### config.mk
export PLATFORM = sky130hd
export DESIGN_NAME = clkdiv_bank
export DESIGN_NICKNAME = d
export VERILOG_FILES = /design/src/rtl/clkdiv_bank.sv
export SDC_FILE = /design/constraint.sdc
export NUM_CORES = 1
export LEC_CHECK = 0
export BUFFER_PORTS_ARGS = -buffer_cell sky130_fd_sc_hd__buf_2
export CORE_UTILIZATION = 62
export CTS_BUF_LIST = sky130_fd_sc_hd__clkbuf_8
export CTS_CLUSTER_SIZE = 24
export DETAILED_ROUTE_END_ITERATION = 10
export PLACE_DENSITY = 0.81
export SYNTH_ARGS = -nofsm -noshare
export SYNTH_HDL_FRONTEND = slang
export SYNTH_SLANG_ARGS = --single-unit
### constraint.sdc
create_clock -name clk_i -period 1.8 [get_ports clk_i]
set_input_delay 0.09 -clock clk_i [delete_from_list [all_inputs] [get_ports clk_i]]
set_output_delay 0.09 -clock clk_i [all_outputs]
set_load 0.01 [all_outputs]
### src/rtl/clkdiv_bank.sv
module clkdiv_bank #(
  parameter int NCH = 3,
  parameter int AW = 8,
  parameter logic [AW-1:0] UPD_ADDR = 8'hF0,
  parameter logic [AW-1:0] SYNC_ADDR = 8'hF1
) (
  input  logic           clk_i,
  input  logic           rst_n,
  input  logic           wr_en,
  input  logic [AW-1:0]  wr_addr,
  input  logic [7:0]     wr_data,
  output logic [NCH-1:0] clk_o
);

  logic                 sync_hold;
  logic [NCH-1:0][7:0]  stg_div, act_div;
  logic [NCH-1:0][3:0]  cnt;
  logic [NCH-1:0]       stg_byp, act_byp, stg_off, act_off, pend, ph, bnd;

  wire upd_hit = wr_en && (wr_addr == UPD_ADDR) && wr_data[0];

  always_ff @(posedge clk_i or negedge rst_n)
    if (!rst_n) sync_hold <= 1'b0;
    else if (wr_en && wr_addr == SYNC_ADDR) sync_hold <= wr_data[2];

  for (genvar c = 0; c < NCH; c++) begin : g_ch
    localparam logic [AW-1:0] A_DIV = AW'(4 * c);
    localparam logic [AW-1:0] A_CTL = AW'(4 * c + 1);
    localparam logic [AW-1:0] A_OUT = AW'(4 * c + 2);

    wire [3:0] hi_n = act_div[c][3:0];
    wire [3:0] lo_n = act_div[c][7:4];

    assign bnd[c] = sync_hold | act_byp[c] | (!ph[c] && cnt[c] == lo_n);

    always_ff @(posedge clk_i or negedge rst_n)
      if (!rst_n) begin
        stg_div[c] <= 8'h00;
        stg_byp[c] <= 1'b0;
        stg_off[c] <= 1'b0;
      end else if (wr_en) begin
        if (wr_addr == A_DIV) stg_div[c] <= wr_data;
        if (wr_addr == A_CTL) stg_byp[c] <= wr_data[7];
        if (wr_addr == A_OUT) stg_off[c] <= wr_data[0];
      end

    always_ff @(posedge clk_i or negedge rst_n)
      if (!rst_n) pend[c] <= 1'b0;
      else if (upd_hit) pend[c] <= 1'b1;
      else if (bnd[c]) pend[c] <= 1'b0;

    always_ff @(posedge clk_i or negedge rst_n)
      if (!rst_n) begin
        act_div[c] <= 8'h00;
        act_byp[c] <= 1'b0;
        act_off[c] <= 1'b0;
      end else if (pend[c] && bnd[c]) begin
        act_div[c] <= stg_div[c];
        act_byp[c] <= stg_byp[c];
        act_off[c] <= stg_off[c];
      end

    always_ff @(posedge clk_i or negedge rst_n)
      if (!rst_n) begin
        ph[c]  <= 1'b1;
        cnt[c] <= '0;
      end else if (bnd[c]) begin
        ph[c]  <= 1'b1;
        cnt[c] <= '0;
      end else if (ph[c] && cnt[c] == hi_n) begin
        ph[c]  <= 1'b0;
        cnt[c] <= '0;
      end else begin
        cnt[c] <= cnt[c] + 4'd1;
      end

    assign clk_o[c] = rst_n & ~sync_hold & ~act_off[c] & (act_byp[c] ? clk_i : ph[c]);
  end

endmodule

==> results summary <==
The iteration-0 DRC count of the detailed router came out at ~380. Summed over all layers, the routed wires come to approximately 10000 microns. The net load switching power is between 1500 and 2000 uW.

Across all setup checks in the final design, the least slack found is between 0.08 and 0.09 ns. Across the routed clock network, the largest skew measured is roughly 0.016 ns. The sequential element share of the synthesized area came out at a little under half. The share of power burned in combinational logic is 27.8%.

The tool flagged a number of max-cap violations equal to 0. Summed over all instances, the cell type with the most area after synthesis is dfrtp_1. The number of antenna cells inserted came out at 0. The tightest min-delay check is of the primary input to flop type.

The transition time at the pin with the least slew margin is approximately 0.51 ns. The maximum number of pins on one net before global-route repair came out at 63. The number of detailed-route iterations in the first pass came out at 7. The number of nets in the layout came out at about 500. The clock-pin slew of the registers on the worst-case setup and hold paths is roughly 0.090 ns. The synthesized design contains 79 register bits. For this run, the total global-route usage over all layers was measured as ~31%.

The worst slack at placement came out at -0.211 ns. The detailed placer's ending HPWL came out at ~6800 microns. The number of pins exceeding their max-slew limit in the final report is 0.

The maximum clock frequency came out at just under 600 MHz. The top-level port count is 22. The residual antenna-violating net count after detailed routing is 0. The number of antenna violations at the first check in global routing is 0. The ratio of total power to cell area came out at around 1100 nW/um^2. The fraction of met3 tracks used by global routing is just over 8%.

The instance count of the mapped netlist is 440. The summed instance area of the synthesized netlist came out at ~4300 sq um. The flow ran to the end, and the final reports show no timing, DRC or antenna violations. In this run the horizontal extent of the chip is 85.4 microns.

The fraction of the cycle the final worst path needs is 95.0%. In the post-synthesis netlist, the cell with the most instances is dfrtp_1. The proportion of netlist area held by the largest area contributor is 44.1%. The internal power is around 3400 uW. The final-report setup violation count is 0. In this run the worst path has a maximum fanout of 5. The global-route wire length before repair came out at 17400 microns. The post-CTS setup buffer count is 0. After detailed routing, the number of vias per cell comes to 6.44. The cell leakage power came out at around 0.0023 uW. The share of async-settable or async-resettable flops after synthesis came out at 100%. The arrival time at the worst endpoint came out at 1.62 ns. Sorting the synthesized cells by how often they occur yields dfrtp_1 (76), nand2_1 (45), mux2_2 (31), inv_1 (30). VDD sags by at most 0.000614 V.

Net switching is a little over a third of the power. The number of distinct library cell variants in the gate-level netlist after synthesis came out at 40. The total count of hold-check failures in the final report is 0.

The post-synthesis average cell area is roughly 9.8 sq um. STA classifies the critical path endpoint as a primary output. The area growth from synthesis to layout is 15.0%. Dividing the detail-routed wire length by the instance count gives between 15 and 20 microns. Setup repair after global routing left no endpoint under its margin. TritonCTS built the clock tree.

The quantity of I/O buffers inserted on ports is 21. Along the worst hold path, the cell count comes to 3. The worst-case headroom to the max-slew limit is roughly 66%. The register-to-register setup slack came out at approximately 0.1 ns. The met2 layer usage reported by global route is between 40% and 50%. In the synthesized netlist the dominant register cell turns out to be dfrtp_1. For this run, the number of Yosys warnings is 0. The die covers ~7300 sq um. The initial core utilization came out at between 60% and 70%. The fraction of power consumed by the clock network is 29.1%.

The routability congestion estimate from global placement is roughly 0.80. The global routing stage identified its most utilized layer as met2. The non-filler instance count after layout came out at ~570. The number of global-route vias before repair is roughly 3600. The critical path required time came out at roughly 1.7 ns. The proportion of layout cells with a drive suffix above 1 came out at 22.4%. The worst setup path is of the flop to primary output kind. The met1 usage in global routing came out at roughly 41%. The number of enable flip-flop cells after synthesis came out at 0. The smallest clock period supported by the final layout is computed as ~1.7 ns.

Counting every net in the synthesized netlist gives 462. The sequential cell fraction of total power came out at 43.1%. The detailed router placed 3647 vias in this run. The clock latency on the worst-skew pair came out at 0.47 ns. Yosys attributes the largest share of cell area to dfrtp_1 (44%), mux2_2 (8.1%), o211ai_1 (4.7%). The layout has approximately 470 filler cells. The cell count after placement came out at ~540. The core region is roughly 6800 sq um. The chip height came out at approximately 85 microns. The row count is 30. The worst setup path is launched from a flop.

The sum of overflow across all layers after global routing is 0. The count of cells along the worst register-to-register path is 4. The detailed-route DRC error count came out at 0.
[logic make-up (layout without fill, tap and decap cells)]
group,Yosys count,after routing,share of synthesized area [%]
flip-flops,79,79,45.9
AO/OA/AOI/OAI,93,93,14.6
adder cells (fa/ha/maj),3,3,0.870
AND/OR/NAND/NOR,143,143,18.4
XOR/XNOR,27,27,5.48
multiplexers,37,37,9.49
buffers and inverters,58,104,5.25
[final timing paths]
kind	to	start
setup reg to reg	act_div[3]	act_div[6]
setup / recovery	clk_o[0]	sync_hold
min in group asynchronous	cnt[8]	rst_n
hold reg to reg	stg_byp[1]	stg_byp[1]
max in group asynchronous	ph[0]	rst_n
hold / removal	sync_hold	wr_addr[0]
[power by group through the flow]
stage               logic, uW  registers (uW)  clock network [uW]
global route             1660            2330                1690
global placement         1360            2310                21.3
floorplan                1010            2260                21.4
finish                   1480            2300                1550
detailed placement       1440            2320                21.3
CTS                      1470            2290                1570
[registers in the layout, indices dropped and copies added (netlist names), 3 cells and up]
register	flops
stg_div	24
pend	3
cnt	12
stg_off	3
act_off	3
stg_byp	3
act_byp	3
ph	3
act_div	24
[per-layer routing]
metal	part of all wire, %	wire length (microns)
met1	41	4290
met2	48	4960
met3	7.5	773
met4	3.1	319
met5	0	0
[worst max-delay path, cell delays in order, from the launching register on]
cell and delay, ns:
dfrtp_2 0.50, nand2b_2 0.26, nor3_1 0.23, buf_2 0.17
[cell type report]
class	instances	area (sq um)	area share (%)
clock inverter	7	50.0	1.01
inverter	30	113	2.27
tap	80	100	2.02
sequential	79	1980	39.9
timing repair buffer	50	380	7.67
multi-input combinational	303	2130	42.9
clock buffer	17	208	4.19
[placed cells by master (no fill, tap or decap), types with 3 or more instances in the layout]
master / count
buf_2: 20
o22ai_1: 27
a31oi_1: 27
dlygate4sd3_1: 9
a21o_1: 3
xnor2_1: 12
dfstp_2: 3
nor2_1: 14
ha_1: 3
dfrtp_1: 75
nand2b_1: 4
nor3_1: 12
o21ai_0: 3
buf_4: 22
clkbuf_8: 14
nand2_1: 45
o211ai_1: 27
clkinv_4: 3
nand4b_1: 3
nor3b_1: 7
or4_1: 9
xor2_1: 14
mux2i_1: 6
nand4_1: 19
inv_1: 32
mux2_2: 31
nand3_1: 16
[metrics by stage]
step | utilization [%] | setup TNS, ns | total power, uW | area [sq um] | hold WS (ns)
finish | 73.4 | 0 | 5340 | 4960 | 0.0282
global route | 73.4 | 0 | 5680 | 4960 | 0.0184
CTS | 73.2 | 0 | 5330 | 4950 | 0.0248
detailed placement | 68.1 | -1.46 | 3780 | 4600 | -0.00843
global placement | 68.1 | -0.468 | 3690 | 4600 | -0.00980
floorplan | - | 0 | 3290 | 4310 | -0.206
[what timing repair did]
item                                    CTS  global route
hold buffers                              9             0
resized for setup                         2             3
hold endpoints to repair                108             0
pin swaps                                 0             0
endpoints found under the setup margin   18            10
(Power assumes the default switching activity.)
